==> src/rtl/cal_pkg.sv <==
package cal_pkg;
  typedef enum logic [2:0] {
    PH_IDLE = 3'd0,
    PH_ZERO = 3'd1,
    PH_FULL = 3'd2,
    PH_OVH  = 3'd3,
    PH_CONV = 3'd4
  } phase_e;

  localparam logic [1:0] MODE_NORM = 2'b00;
  localparam logic [1:0] MODE_SELF = 2'b01;
  localparam logic [1:0] MODE_SYZS = 2'b10;
  localparam logic [1:0] MODE_SYFS = 2'b11;

  localparam logic [1:0] SRC_PINS   = 2'b00;
  localparam logic [1:0] SRC_SHORT  = 2'b01;
  localparam logic [1:0] SRC_REFDIV = 2'b10;

  function automatic logic [1:0] src_for(input phase_e ph, input logic self_run);
    if (self_run && ph == PH_ZERO) return SRC_SHORT;
    if (self_run && ph == PH_FULL) return SRC_REFDIV;
    return SRC_PINS;
  endfunction
endpackage

==> src/rtl/cal_phase_fsm.sv <==
module cal_phase_fsm
  import cal_pkg::*;
#(
  parameter int ZS_LEN   = 3,
  parameter int FS_LEN   = 3,
  parameter int OVH_LEN  = 2,
  parameter int CONV_LEN = 1
) (
  input  logic       clk,
  input  logic       rst,
  input  logic       word_tick,
  input  logic       start,
  input  logic [1:0] start_mode,
  output logic [1:0] mode_q,
  output logic [1:0] src_q,
  output logic       zs_last,
  output logic       fs_last,
  output logic       conv_last,
  output logic       idle_tick
);
  localparam int MAX_AB  = (ZS_LEN > FS_LEN) ? ZS_LEN : FS_LEN;
  localparam int MAX_CD  = (OVH_LEN > CONV_LEN) ? OVH_LEN : CONV_LEN;
  localparam int MAXLEN  = (MAX_AB > MAX_CD) ? MAX_AB : MAX_CD;
  localparam int CW      = $clog2(MAXLEN + 1);

  phase_e        ph_q, ph_n;
  logic [CW-1:0] cnt_q, cnt_n;
  logic          self_q, self_n;
  logic [1:0]    mode_n;
  logic [CW-1:0] cur_last;
  logic          tick_run, at_last;

  always_comb begin
    unique case (ph_q)
      PH_ZERO: cur_last = CW'(ZS_LEN - 1);
      PH_FULL: cur_last = CW'(FS_LEN - 1);
      PH_OVH:  cur_last = CW'((OVH_LEN > 0 ? OVH_LEN : 1) - 1);
      PH_CONV: cur_last = CW'(CONV_LEN - 1);
      default: cur_last = '0;
    endcase
  end

  assign tick_run  = word_tick && !start;
  assign at_last   = (cnt_q == cur_last);
  assign zs_last   = tick_run && ph_q == PH_ZERO && at_last;
  assign fs_last   = tick_run && ph_q == PH_FULL && at_last;
  assign conv_last = tick_run && ph_q == PH_CONV && at_last;
  assign idle_tick = tick_run && ph_q == PH_IDLE;

  always_comb begin
    ph_n   = ph_q;
    cnt_n  = cnt_q;
    self_n = self_q;
    mode_n = mode_q;
    if (start) begin
      mode_n = start_mode;
      cnt_n  = '0;
      self_n = (start_mode == MODE_SELF);
      ph_n   = (start_mode == MODE_SYFS) ? PH_FULL : PH_ZERO;
    end else if (tick_run && ph_q != PH_IDLE) begin
      if (!at_last) begin
        cnt_n = cnt_q + 1'b1;
      end else begin
        cnt_n = '0;
        unique case (ph_q)
          PH_ZERO: begin
            if (self_q) ph_n = PH_FULL;
            else begin
              ph_n   = PH_CONV;
              mode_n = MODE_NORM;
            end
          end
          PH_FULL: begin
            mode_n = MODE_NORM;
            ph_n   = (self_q && OVH_LEN > 0) ? PH_OVH : PH_CONV;
          end
          PH_OVH:  ph_n = PH_CONV;
          default: begin
            ph_n   = PH_IDLE;
            self_n = 1'b0;
          end
        endcase
      end
    end
  end

  always_ff @(posedge clk) begin
    if (rst) begin
      ph_q   <= PH_IDLE;
      cnt_q  <= '0;
      self_q <= 1'b0;
      mode_q <= MODE_NORM;
      src_q  <= SRC_PINS;
    end else begin
      ph_q   <= ph_n;
      cnt_q  <= cnt_n;
      self_q <= self_n;
      mode_q <= mode_n;
      src_q  <= src_for(ph_n, self_n);
    end
  end
endmodule

==> src/rtl/cal_coef_bank.sv <==
module cal_coef_bank #(
  parameter int DW = 16
) (
  input  logic          clk,
  input  logic          rst,
  input  logic          zs_cap,
  input  logic          fs_cap,
  input  logic          bipolar,
  input  logic [DW-1:0] filt_data,
  output logic [DW-1:0] offset_coef,
  output logic [DW-1:0] gain_coef,
  output logic [DW-1:0] zs_code
);
  localparam int NCOEF = 2;
  localparam logic [DW-1:0] MIDSCALE = {1'b1, {(DW-1){1'b0}}};

  logic [NCOEF-1:0] cap;
  logic [DW-1:0]    coef_q [NCOEF];

  assign cap = {fs_cap, zs_cap};

  for (genvar i = 0; i < NCOEF; i++) begin : g_coef
    always_ff @(posedge clk) begin
      if (rst)         coef_q[i] <= '0;
      else if (cap[i]) coef_q[i] <= filt_data;
    end
  end

  always_ff @(posedge clk) begin
    if (rst)         zs_code <= '0;
    else if (zs_cap) zs_code <= bipolar ? MIDSCALE : '0;
  end

  assign offset_coef = coef_q[0];
  assign gain_coef   = coef_q[1];
endmodule

==> src/rtl/cal_ready_ctrl.sv <==
module cal_ready_ctrl #(
  parameter int DW = 16
) (
  input  logic          clk,
  input  logic          rst,
  input  logic          start,
  input  logic          mod_tick,
  input  logic          load,
  input  logic [DW-1:0] filt_data,
  output logic          drdy_n,
  output logic [DW-1:0] data_out
);
  logic rise_pend;

  always_ff @(posedge clk) begin
    if (rst)            rise_pend <= 1'b0;
    else if (start)     rise_pend <= 1'b1;
    else if (load)      rise_pend <= 1'b0;
    else if (mod_tick)  rise_pend <= 1'b0;
  end

  always_ff @(posedge clk) begin
    if (rst) begin
      drdy_n   <= 1'b1;
      data_out <= '0;
    end else if (load) begin
      drdy_n   <= 1'b0;
      data_out <= filt_data;
    end else if (rise_pend && mod_tick) begin
      drdy_n   <= 1'b1;
    end
  end
endmodule

==> src/rtl/cal_sequencer.sv <==
module cal_sequencer #(
  parameter int DW       = 16,
  parameter int ZS_LEN   = 3,
  parameter int FS_LEN   = 3,
  parameter int OVH_LEN  = 2,
  parameter int CONV_LEN = 1
) (
  input  logic          clk,
  input  logic          rst,
  input  logic          mod_tick,
  input  logic          word_tick,
  input  logic          mode_wr,
  input  logic [1:0]    mode_wdata,
  input  logic          bipolar,
  input  logic [DW-1:0] filt_data,
  output logic [1:0]    mode_rd,
  output logic          drdy_n,
  output logic [1:0]    src_sel,
  output logic [DW-1:0] data_out,
  output logic [DW-1:0] offset_coef,
  output logic [DW-1:0] gain_coef,
  output logic [DW-1:0] zs_code
);
  logic start, zs_last, fs_last, conv_last, idle_tick;

  // new mode accepted only once the field reads back as zero
  assign start = mode_wr && (mode_wdata != 2'b00) && (mode_rd == 2'b00);

  cal_phase_fsm #(
    .ZS_LEN(ZS_LEN), .FS_LEN(FS_LEN), .OVH_LEN(OVH_LEN), .CONV_LEN(CONV_LEN)
  ) u_fsm (
    .clk(clk), .rst(rst), .word_tick(word_tick),
    .start(start), .start_mode(mode_wdata),
    .mode_q(mode_rd), .src_q(src_sel),
    .zs_last(zs_last), .fs_last(fs_last),
    .conv_last(conv_last), .idle_tick(idle_tick)
  );

  cal_coef_bank #(.DW(DW)) u_coef (
    .clk(clk), .rst(rst), .zs_cap(zs_last), .fs_cap(fs_last),
    .bipolar(bipolar), .filt_data(filt_data),
    .offset_coef(offset_coef), .gain_coef(gain_coef), .zs_code(zs_code)
  );

  cal_ready_ctrl #(.DW(DW)) u_rdy (
    .clk(clk), .rst(rst), .start(start), .mod_tick(mod_tick),
    .load(conv_last || idle_tick), .filt_data(filt_data),
    .drdy_n(drdy_n), .data_out(data_out)
  );
endmodule

==> config.mk <==
export PLATFORM = sky130hd
export DESIGN_NAME = cal_sequencer
export DESIGN_NICKNAME = d
export VERILOG_FILES = /design/src/rtl/cal_pkg.sv /design/src/rtl/cal_phase_fsm.sv /design/src/rtl/cal_coef_bank.sv /design/src/rtl/cal_ready_ctrl.sv /design/src/rtl/cal_sequencer.sv
export SDC_FILE = /design/constraint.sdc
export NUM_CORES = 1
export LEC_CHECK = 0
export BUFFER_PORTS_ARGS = -buffer_cell sky130_fd_sc_hd__buf_2
export CAP_MARGIN = 10
export CORE_AREA = 2 2 77 79
export CTS_CLUSTER_SIZE = 40
export DETAILED_ROUTE_END_ITERATION = 10
export DIE_AREA = 0 0 79 81
export PLACE_DENSITY = 0.79
export SETUP_SLACK_MARGIN = 0.02
export SYNTH_ARGS = -nofsm -noshare
export SYNTH_HDL_FRONTEND = slang
export SYNTH_SLANG_ARGS = --single-unit
==> constraint.sdc <==
create_clock -name clk -period 3.8 [get_ports clk]
set_input_delay 0.57 -clock clk [delete_from_list [all_inputs] [get_ports clk]]
set_output_delay 0.57 -clock clk [all_outputs]
set_load 0.02 [all_outputs]
==> summary by stage, run 1 <==
Run status
The run finished with clean final reports.

Floorplan
Measured along the x axis, the die boundary spans 79 um. The number of placement rows is 28. The initial utilization of the core area, before any placement, comes to 0.482. The die covers 6400 sq um. The total core area is 5680 sq um.

Pin placement for this block handled 93 I/O pins. The height of the die is 81 um.

Placement
The wire-length estimate of the detail-placed layout is 3850 um. The count of buffers added on input and output ports is 77. The last weighted congestion value of the routability-driven placer is 0.851.

Timing
The total count of hold-check failures in the final report is 0. The highest achievable clock rate is 0.376 GHz. In the finished design, the share of the clock period the worst path needs comes to 0.700. Setup repair after global routing left no endpoint under its margin.

The remaining max-slew budget at the tightest pin is 0.492. Between clock sinks in the finished design, the worst skew comes to 0.00677 ns. The clock period could shrink to 2.66 ns.

Setup violations remaining at the end of the flow were counted as 0. The total negative slack is 0 ns. The worst-margin pin slew is 0.757 ns. The number of max-slew violations in the final report was 0.

Power
Total power for the finished layout comes to 1.54 mW. VDD sags by at most 0.231 mV. The total power per unit cell area is 468 nW/um^2. Summed over all cells, the static leakage comes to 1.42 nW.

Clock network
The number of buffers added by the clock tree synthesis step is 9. The post-cts gate resize count is 0. Clock-pin slew was measured on the worst setup and hold paths at 0.06 ns.

The number of buffers added to fix hold violations after cts is 0. The maximum clock insertion buffer count is 2. Clock tree synthesis found a total of 61 sinks.

The clock reaches the later pin of the worst-skew pair after 0.34 ns. TritonCTS built the clock tree. The H-tree was split into 3 levels. The clock tree root buffer cell is sky130_fd_sc_hd__clkbuf_8. The post-CTS setup repair buffer count is 0.

Drt
The final wirelength is 5460 um. For this block, the via count after detailed routing is 1925. For this run, the detailed router's first-pass iteration total came to 4. The post-detailed-route count of antenna-violating nets is 0. The remaining routing DRC violations is 0. The first routing iteration left 68 violations. Dividing the detail-routed wire length by the instance count gives 13.9 um. Dividing the detail-routed via count by the number of cells gives 4.91.

Job
Max-cap violations in this run came to 0.

Yosys
The count of synthesis-stage warnings from yosys is 0. The netlist uses 50 different library cells. The biggest area contributor in the post-synthesis netlist is sky130_fd_sc_hd__edfxtp_1.

After synthesis, the cell types taking the most area are sky130_fd_sc_hd__edfxtp_1 35%, sky130_fd_sc_hd__dfxtp_1 21%, sky130_fd_sc_hd__and2_1 7.3%, sky130_fd_sc_hd__mux2i_1 6.2%, sky130_fd_sc_hd__buf_4 4.7%. After synthesis, the share of flip-flops with an asynchronous set or reset is 0. Of the post-synthesis cell area, the dominant cell type holds 0.351. The number of synthesized flops with an enable pin is 32.

Counting flops and latches in the post-synthesis netlist gives 61. In the synthesized netlist the dominant register cell turns out to be sky130_fd_sc_hd__edfxtp_1. The average cell area after synthesis is 11.7 sq um.

The sequential cell area fraction in the yosys report is 0.564. Synthesis produced a netlist whose cell count is 233. The cell area after synthesis is 2740 sq um. The commonest cells after synthesis are 32 x sky130_fd_sc_hd__and2_1, 32 x sky130_fd_sc_hd__edfxtp_1, 29 x sky130_fd_sc_hd__dfxtp_1.

Worst setup path
The required arrival time at the worst endpoint is 4.00 ns. The critical path buffer and inverter count is 1. The worst register-to-register path has a setup slack of 1.14 ns.

The kind of cell with the highest combined delay on the critical path is compound AO/OA/AOI/OAI gates. The kind of critical path is register to register. The category of the worst setup path launch point is a register. Walking the worst path, the cells encountered are o21ba_2 -> o32ai_4 -> o311a_1 -> buf_4 -> mux2i_1 -> nor2_1. The worst setup path is captured at a register. The arrival time at the worst endpoint is 2.86 ns. For the worst flop-to-flop path, the logic depth is 6. The slowest stage of the critical path is the sky130_fd_sc_hd__dfxtp_1 cell. Of all nets on the critical path, the largest fanout is 17.

The largest incremental delay on the critical path is 0.75 ns. In this run the critical register-to-register path is launched from u_fsm.ph_q[2]. The endpoint of the worst-slack reg-to-reg timing path is u_rdy.data_out[0].

GRT
Across every metal layer, demand over resource in global routing totals 0.179. The maximum number of pins on one net before global-route repair is 24. The global-route wire length before repair is 8540 um.

The initial antenna violation count is 0. For this run the aggregate overflow at the end of global routing stands at 0. The number of global-route vias before repair is 1790.

Hold path
The hold path depth is 2. The path with the worst hold slack has its endpoint at u_coef.zs_code[15]. The worst hold path startpoint is u_coef.zs_code[15].

The kind of path behind the tightest hold check is register to register.

Layout
Counting the fill cells in the layout gives 481. 0 antenna diodes ended up in the layout. From synthesis to final layout, the design area changed by 20.2%. The share of the core filled with cells is 0.579. In the final layout, the share of cells above drive strength 1 is 0.334. The number of nets at the end of the flow is 336.
## per-layer routing
layer | up-vias | share of wire | global-route usage
met4 | 0 | 0.014 | 0.0862
met5 | - | 0 | 0
met2 | 83 | 0.47 | 0.272
met3 | 6 | 0.068 | 0.0633
li1 | 955 | - | -
met1 | 881 | 0.45 | 0.228
## registers in the layout, summed over array words and instances (netlist names)
| signal | flops |
|---|---|
| u_fsm.src_q | 2 |
| u_fsm.mode_q | 2 |
| u_coef.coef_q | 32 |
| u_coef.zs_code | 1 |
| u_fsm.self_q | 1 |
| u_rdy.data_out | 16 |
| u_fsm.ph_q | 3 |
| u_rdy.rise_pend | 1 |
| u_fsm.cnt_q | 2 |
| u_rdy.drdy_n | 1 |
## worst max path at each step
stage	start	cells after the start	to
floorplan	mode_wdata[1]	4	u_coef.coef_q[1][0]
global placement	u_fsm.ph_q[2]	5	u_coef.coef_q[0][12]
detailed placement	u_fsm.ph_q[2]	5	u_coef.coef_q[0][12]
CTS	u_fsm.ph_q[2]	5	u_coef.coef_q[0][9]
global route	u_fsm.ph_q[2]	5	u_coef.coef_q[0][11]
finish	u_fsm.ph_q[2]	6	u_rdy.data_out[0]
## worst reg2reg max path, delay by kind of cell (launching register included)
| kind | cells | cell delay [ns] |
|---|---|---|
| muxes | 1 | 0.21 |
| and+or+nand+nor | 1 | 0.06 |
| AOI/OAI and AO/OA | 3 | 1.19 |
| buffers and inverters | 1 | 0.32 |
| DFF | 1 | 0.75 |
## placed cells by master (no fill, tap or decap), types with 2 or more instances in the layout
cell type,Yosys,final
sky130_fd_sc_hd__o211ai_1,2,2
sky130_fd_sc_hd__or3b_1,2,2
sky130_fd_sc_hd__a21oi_1,7,7
sky130_fd_sc_hd__nor3_1,3,3
sky130_fd_sc_hd__o21ai_0,5,5
sky130_fd_sc_hd__nor2_1,22,22
sky130_fd_sc_hd__inv_1,4,4
sky130_fd_sc_hd__or4b_1,2,2
sky130_fd_sc_hd__buf_4,17,2
sky130_fd_sc_hd__nand3_1,3,3
sky130_fd_sc_hd__edfxtp_1,32,32
sky130_fd_sc_hd__o21a_1,2,2
sky130_fd_sc_hd__nand2_1,13,13
sky130_fd_sc_hd__o21ai_2,2,2
sky130_fd_sc_hd__buf_2,1,77
sky130_fd_sc_hd__conb_1,1,15
sky130_fd_sc_hd__and2_1,32,32
sky130_fd_sc_hd__mux2i_1,17,17
sky130_fd_sc_hd__clkinv_1,0,2
sky130_fd_sc_hd__dfxtp_1,29,29
sky130_fd_sc_hd__nand2b_2,2,2
sky130_fd_sc_hd__nor4_4,2,2
sky130_fd_sc_hd__clkbuf_8,0,10
sky130_fd_sc_hd__and3_1,2,2
## where the power goes
group	internal, mW	leakage [nW]	switching (mW)
logic	0.0816	0.754	0.151
clock network	0.315	0.0944	0.239
registers	0.732	0.569	0.0226
total	1.13	1.42	0.412
## metrics by stage
stage	setup slack, ns	cells	hold slack (ns)	cell area [sq um]
after floorplan	0.828	247	0.491	2790
after CTS	1.14	392	0.466	3290
final	1.14	392	0.467	3290
after detailed placement	1.15	376	0.459	3100
after global routing	0.915	392	0.486	3290
after global placement	1.21	376	0.447	3100
## cells by family after synthesis
| group | count (synthesis) | share of synthesized area |
|---|---|---|
| AND/OR/NAND/NOR | 92 | 0.201 |
| multiplexers | 17 | 0.0622 |
| buffers and inverters | 29 | 0.0750 |
| other | 1 | 0.00137 |
| flip-flops | 61 | 0.564 |
| adder cells (fa/ha/maj) | 1 | 0.00366 |
| AO/OA/AOI/OAI | 32 | 0.0933 |
## area by class of cell
class | count | area, sq um | area share
sequential | 61 | 1540 | 0.469
timing repair buffer | 79 | 400 | 0.122
multi-input combinational | 157 | 1050 | 0.318
clock buffer | 11 | 141 | 0.0430
inverter | 4 | 15.0 | 0.00457
clock inverter | 5 | 50.0 | 0.0152
tap | 75 | 93.8 | 0.0285
Power figures use the tool's default switching activity.
==> run 2: changes to the inputs <==
- CORE_AREA: 2 2 77 79 -> 2 2 81 83
- DIE_AREA: 0 0 79 81 -> 0 0 83 85
- PLACE_DENSITY: 0.79 -> 0.75
- clock period: 3.8 -> 2.1 ns (I/O delays scaled with it)
==> run 2 against run 1 <==
  * Wire length increased by 7.7%
  * Count of clock-buffer cells in the layout grew 3
  * Via count is 5.9% higher
  * Hold slack got worse by 0.24 ns
  * Power grew 79%
  * Cell area up 6.1%
  * Worst setup slack lost 1.1 ns
  * Clock power is 61% higher
  * Non-clock buffer count up 19
  * Critical path type unchanged
  * Largest cell class unchanged
  * Largest power group unchanged
==> summary by stage, run 2 (synthesis gave the netlist of run 1 again) <==
Run status
The run finished with clean final reports.

Worst setup path
The setup slack on the worst flop-to-flop path is 0.06 ns. The startpoint of the worst-slack reg-to-reg timing path is u_fsm.ph_q[2]. The arrival time at the worst endpoint is 2.30 ns. In this run the critical register-to-register path is captured at u_rdy.rise_pend. Measured in cells, the most critical reg-to-reg path has a length of 7. The category of the worst setup path launch point is a register. The kind of end point of the critical path is a register. The kind of critical path is register to register. The highest net fanout along the worst path is 18. At the worst endpoint, the required time is 2.37 ns.

Timing
Of the available clock period, the critical path in the final layout requires 0.970. The final-report setup violation count is 0. Subtracting the final worst setup slack from the clock period gives 2.04 ns. Setup slack closes at 0.0640 ns. Clock skew on the completed layout was measured at 0.00573 ns. Setup repair after global routing could not meet its margin everywhere. The total count of hold-check failures in the final report is 0. The number of max-slew violations in the final report is 0. Based on the critical path, the design can be clocked at up to 0.491 GHz.

Placement
The setup slack at placement is 0.0434 ns. At the end of routability-driven placement, the weighted congestion stood at 0.913. Counting tap cells, the placed design contains a total of 396 instances. The half-perimeter wire length after detailed placement is 4210 um. Buffers placed on the I/O ports in this run total 77.

Floorplan
The number of placement rows is 29. The number of top-level pins is 93. The effective utilization at floorplan is 0.441. The height of the die is 85 um. In this run the standard cell core region covers 6200 sq um. The horizontal die dimension is 83 um.

The total die area is 7060 sq um.

Drt
Using the TritonRoute via totals, the vias-per-cell ratio works out to 4.94. The remaining routing DRC violations is 0. The average detailed-routed wire length per instance is 14.2 um. For this run, the detailed router's first-pass iteration total came to 4. The detailed-route via count is 2039.

The detailed router finished its first iteration with 69 violations. For this block, the routed nets add up to 5880 um of wire. The count of nets left with antenna violations once routing finished came out at 0.

Clock network
In this run the clock root is driven by a sky130_fd_sc_hd__clkbuf_8. The maximum clock insertion buffer count is 2. The clock-pin slew on the worst setup and hold paths is 0.06 ns. The number of clock buffers added by TritonCTS is 9. TritonCTS built the clock tree. The number of buffers added to fix hold violations after cts is 0. CTS saw 61 sinks.

The CTS H-tree depth is 3. The clock insertion delay at the later pin of the skew report is 0.34 ns.

Layout
The library cell used most frequently in the layout, excluding fill and tap cells, is sky130_fd_sc_hd__buf_2. The share of the core filled with cells is 0.562. In the final design database the tool counted 355 nets. The register with the highest flop count is u_coef.coef_q. The fill cell instance count of the final layout is 523. The largest registers in the layout are u_coef.coef_q: 32 flops, u_rdy.data_out: 16 flops, u_fsm.ph_q: 3 flops.

The proportion of layout cells with a drive suffix above 1 is 0.378. The final standard cell count with taps included and fillers excluded is 413. Relative to the synthesized area, the layout overhead comes to 27.6%.

0 antenna diodes ended up in the layout. In the layout the commonest cells are 77 x sky130_fd_sc_hd__buf_2, 32 x sky130_fd_sc_hd__and2_1, 32 x sky130_fd_sc_hd__edfxtp_1. The flip-flop count of the largest register after layout is 32.

GRT
met2 is the most crowded layer. For this run, global-route usage on met2 was measured as 0.281. For this run, global-route usage on met1 was measured as 0.220. The overall routing resource usage is 0.174. For met3 alone, demand over resource in global routing was 0.0535.

Global routing finished with a remaining overflow of 0. The global-route wire length before repair is 9630 um. The maximum number of pins on one net before global-route repair is 23. The number of global-route vias before repair is 1928. The initial antenna violation count is 0.

Power
The relative contribution of the clock network to total power is 0.325. Total power for the finished layout comes to 2.75 mW. The share of total power dissipated in combinational logic is 0.179. The total power per unit cell area is 788 nW/um^2.

Of the total power, the share spent switching nets is 0.280. The worst vdd rail ir drop is 0.399 mV. The internal power component is 1.98 mW. The static leakage is 1.52 nW. The part of the total power dissipated in sequential elements is 0.496.

The power dissipated by switching net loads is 770 uW.

Hold path
For hold timing, the worst endpoint is u_coef.zs_code[15]. The startpoint identified for the worst hold timing path is bipolar. The path class of the tightest hold or removal check is input port to register. The worst hold path passes through 3 cells.

Job
Across the run, the number of max-cap violations was 0.
## run 2: cell type report
cell class | instances | area, sq um | area share
tap | 77 | 96.3 | 0.0276
clock inverter | 2 | 11.3 | 0.00323
inverter | 4 | 15.0 | 0.00430
timing repair buffer | 98 | 581 | 0.166
sequential | 61 | 1550 | 0.443
multi-input combinational | 157 | 1090 | 0.312
clock buffer | 14 | 153 | 0.0437
## run 2: per-stage QoR
stage	hold slack, ns	area, sq um	setup TNS, ns
final	0.224	3490	0
after detailed placement	0.451	3300	0
after floorplan	0.430	2830	0
after global placement	0.448	3300	0
after CTS	0.214	3460	0
after global routing	0.230	3490	-0.0130
## run 2: critical path, cell delays in order, from the launching register on
cell and delay (ns):
sky130_fd_sc_hd__dfxtp_1 0.38, sky130_fd_sc_hd__o21ba_2 0.30, sky130_fd_sc_hd__o32ai_4 0.09, sky130_fd_sc_hd__buf_12 0.15, sky130_fd_sc_hd__o311a_1 0.36, sky130_fd_sc_hd__buf_12 0.18
sky130_fd_sc_hd__or3b_1 0.35, sky130_fd_sc_hd__a21oi_1 0.15
## run 2: how the worst max path moves through the flow
| stage | from | end | slack (ns) | depth (start not counted) |
|---|---|---|---|---|
| 2_1_floorplan | u_fsm.cnt_q[1] | u_coef.coef_q[1][0] | 0.02 | 5 |
| 3_3_place_gp | u_fsm.cnt_q[1] | u_fsm.src_q[0] | 0.04 | 6 |
| 3_5_place_dp | mode_wdata[1] | u_coef.coef_q[0][14] | 0.04 | 7 |
| 4_1_cts | u_fsm.cnt_q[0] | u_coef.coef_q[0][1] | 0.07 | 6 |
| 5_1_grt | u_fsm.ph_q[2] | u_rdy.rise_pend | -0.01 | 7 |
| 6_report | u_fsm.ph_q[2] | u_rdy.rise_pend | 0.06 | 7 |
## run 2: power groups by stage
stage	sequential, mW	combinational [mW]	clock [mW]
4_1_cts	1.36	0.477	0.910
3_5_place_dp	1.39	0.476	0
3_3_place_gp	1.38	0.469	0
6_report	1.36	0.493	0.894
5_1_grt	1.37	0.531	0.966
2_1_floorplan	1.46	0.258	0
## run 2: timing repair
item	4_1_cts	5_1_grt
gates resized for setup	0	4
endpoints found under the setup margin	0	40
setup buffers	0	1
## run 2: metal layers
layer / vias up / routed length, um
met3: 9 / 368
met1: 960 / 2630
met4: 0 / 92
met2: 80 / 2790
li1: 990 / -
met5: - / 0
==> run 3: changes to the inputs <==
- PLACE_DENSITY: 0.75 -> default
- PLACE_DENSITY_LB_ADDON: default -> 0.08
==> run 3 against run 2 <==
  * Clock power grew 29%
  * Hold slack gained 0.0098 ns
  * Cell area grew 1.5%
  * Sequential power is essentially flat
  * Largest power group unchanged
  * Power grew 8.8%
  * Largest cell class unchanged
  * Critical endpoint is now u_fsm.src_q[0]
  * Sequential share of layout area shrank 0.74 points
  * Highest routed layer unchanged
  * Count of clock-buffer cells in the layout shrank 5
  * Global-route usage shrank 0.46 points
  * Fmax grew 2.5%
==> summary by stage, run 3 (synthesis gave the netlist of run 1 again) <==
Run status
The flow ran to the end, and the final reports show no timing, DRC or antenna violations.

Layout
The multi-input combinational cell area is 1090 sq um. Across the whole layout, storage elements account for 1540 sq um. The final standard cell count with taps included and fillers excluded is 413.

The share of the core filled with cells is 0.571. Leaving out fill and tap cells, the most frequent cells in the layout are 77 x sky130_fd_sc_hd__buf_2, 32 x sky130_fd_sc_hd__and2_1, 32 x sky130_fd_sc_hd__edfxtp_1. 0 antenna diodes ended up in the layout. The library cell used most frequently in the layout, excluding fill and tap cells, is sky130_fd_sc_hd__buf_2. The proportion of layout cells with a drive suffix above 1 is 0.390.

The register with the highest flop count is u_coef.coef_q. The area growth from synthesis to layout is 29.6%. In the final layout, the registers with the most flip-flops are u_coef.coef_q: 32 flops, u_rdy.data_out: 16 flops, u_fsm.ph_q: 3 flops. For this run, the post-layout net count is 355. Fill cells in the final layout number 528. The flip-flop count of the largest register after layout is 32.

Worst setup path
The kind of critical path is register to register. Data on the critical path arrives at its endpoint at 2.22 ns. Traced cell by cell, the critical path runs through nand2b_4 -> a211oi_4 -> buf_4 -> o21ai_2 -> a221o_1 -> nor4bb_1.

Counting both buffers and inverters, the worst setup path holds a total of 1. The worst setup path is launched from a register. The worst register-to-register path begins at u_fsm.ph_q[1]. On the worst path, the slowest cell contributes a delay of 0.49 ns. The slowest cell on the critical path is sky130_fd_sc_hd__dfxtp_1. In this run the worst path has a maximum fanout of 7. The kind of cell with the highest combined delay on the critical path is compound AO/OA/AOI/OAI gates.

The critical path starts at u_fsm.ph_q[1]. STA classifies the critical path endpoint as a register. Data on the critical path is required at its endpoint by 2.33 ns.

Timing
The tightest hold path in the finished design has a slack of 0.234 ns. Clock skew on the completed layout was measured at 0.00969 ns. The total negative slack is 0 ns. Of the available clock period, the critical path in the final layout requires 0.946. Setup violations remaining at the end of the flow were counted as 0.

The worst path needs 1.99 ns of the cycle, external delays included. The total count of hold-check failures in the final report is 0. Setup repair after global routing left no endpoint under its margin. The highest achievable clock rate is 0.503 GHz. The number of max-slew violations in the final report is 0.

Drt
The detail-routed via count per cell is 4.82. The top routing layer in use is met4. The final wirelength is 5740 um.

The detailed-route via count is 1991. The detail route stage leaves a number of antenna-violating nets equal to 0. In this run, the number of DRC markers left after iteration 0 of detailed routing was 96. In the final routing, the length of wire on met1 measures 2610 um. Dividing the detail-routed wire length by the instance count gives 13.9 um.

After detailed routing, the number of remaining DRC violations is 0. The met2 wirelength from detailed routing is 2720 um. The first detailed-routing pass ran for 4 iterations. The total met3 wirelength after detailed routing is 342 um.

Clock network
The post-cts gate resize count is 0. The CTS H-tree depth is 3. For the worst-skew pair, the clock arrives at the later sink with an insertion delay of 0.34 ns. Clock tree synthesis inserted a total of 9 buffers. The clock-pin slew on the worst setup and hold paths is 0.08 ns.

The post-CTS setup repair buffer count is 0. Buffers inserted to repair hold after CTS numbered 0. In this run the deepest clock path goes through 2 buffers.

The CTS tree is yes. The clock tree root buffer cell is sky130_fd_sc_hd__clkbuf_8. The tree built by TritonCTS fans out to 61 sinks.

Placement
After detailed placement, the design holds a cell count of 397. The half-perimeter wire length after detailed placement is 4190 um. At the end of routability-driven placement, the weighted congestion stood at 0.872. The number of buffers inserted by port buffering is 77.

Power
The worst vdd rail ir drop is 0.443 mV. The overall power is 2.99 mW. In this run the power density over the cells is 845 nW/um^2. Summed over all cells, the static leakage comes to 1.55 nW.

Floorplan
The total area inside the core boundary comes to 6200 sq um. The height of the die is 85 um. The horizontal die dimension is 83 um. 93 I/O pins were placed. The die covers 7060 sq um. The number of placement rows is 29. The effective utilization at floorplan is 0.441.

GRT
Entering global routing, the biggest net connects 23 pins. The first global-routing pass estimated 9260 um of wire. The number of global-route vias before repair is 1875. The leftover overflow at the end of global routing is 0. The initial antenna violation count is 0.

In the global route stage, overall resource usage came out at 0.170.

Hold path
The kind of path behind the tightest hold check is input port to register. In this run the most critical hold path is launched from filt_data[15].

Job
The max-capacitance violation count is 0.
run 3: cell types whose count changed in the layout (fill, tap and decap cells not counted), moves of 2 or more:
cell / previous run / this run
sky130_fd_sc_hd__dfxtp_2: 3 / 1
sky130_fd_sc_hd__bufinv_16: 0 / 2
sky130_fd_sc_hd__clkbuf_1: 4 / 0
sky130_fd_sc_hd__dfxtp_1: 26 / 28
run 3: through the flow:
stage                     worst slack [ns]  cell area (sq um)
after floorplan                     0.0232               2830
after global placement              0.0726               3320
after detailed placement            0.0110               3320
after CTS                           0.0784               3540
after global routing                0.0365               3540
final                                0.113               3540
run 3: power by group:
group / switching, mW / internal, mW / total [mW]
Clock: 0.476 / 0.671 / 1.15
Sequential: 0.0351 / 1.32 / 1.36
Combinational: 0.295 / 0.193 / 0.488
run 3: final timing paths:
kind	end	slack, ns	depth (start not counted)
max reg2reg	u_fsm.src_q[0]	0.11	6
min reg2reg	u_rdy.data_out[13]	0.49	2
max	u_fsm.src_q[0]	0.11	6
min	u_rdy.data_out[15]	0.23	3
run 3: final cells by class:
type / count / share of cell area
Clock buffer: 9 / 0.0350
Clock inverter: 7 / 0.0275
Inverter: 4 / 0.00424
Multi-Input combinational cell: 157 / 0.307
Sequential cell: 61 / 0.435
Tap cell: 77 / 0.0272
Timing Repair Buffer: 98 / 0.164
run 3: tightest hold or removal path, delay by kind of cell:
kind | cells | cell delay [ns]
buffers and inverters | 1 | 0.09
AND/OR/NAND/NOR | 1 | 0.07
multiplexers | 1 | 0.06
run 3: routing by layer:
metal,vias to the layer above,GRT usage
met2,67,0.273
met5,-,0
met4,0,0.0581
met3,6,0.0613
li1,992,-
met1,926,0.214
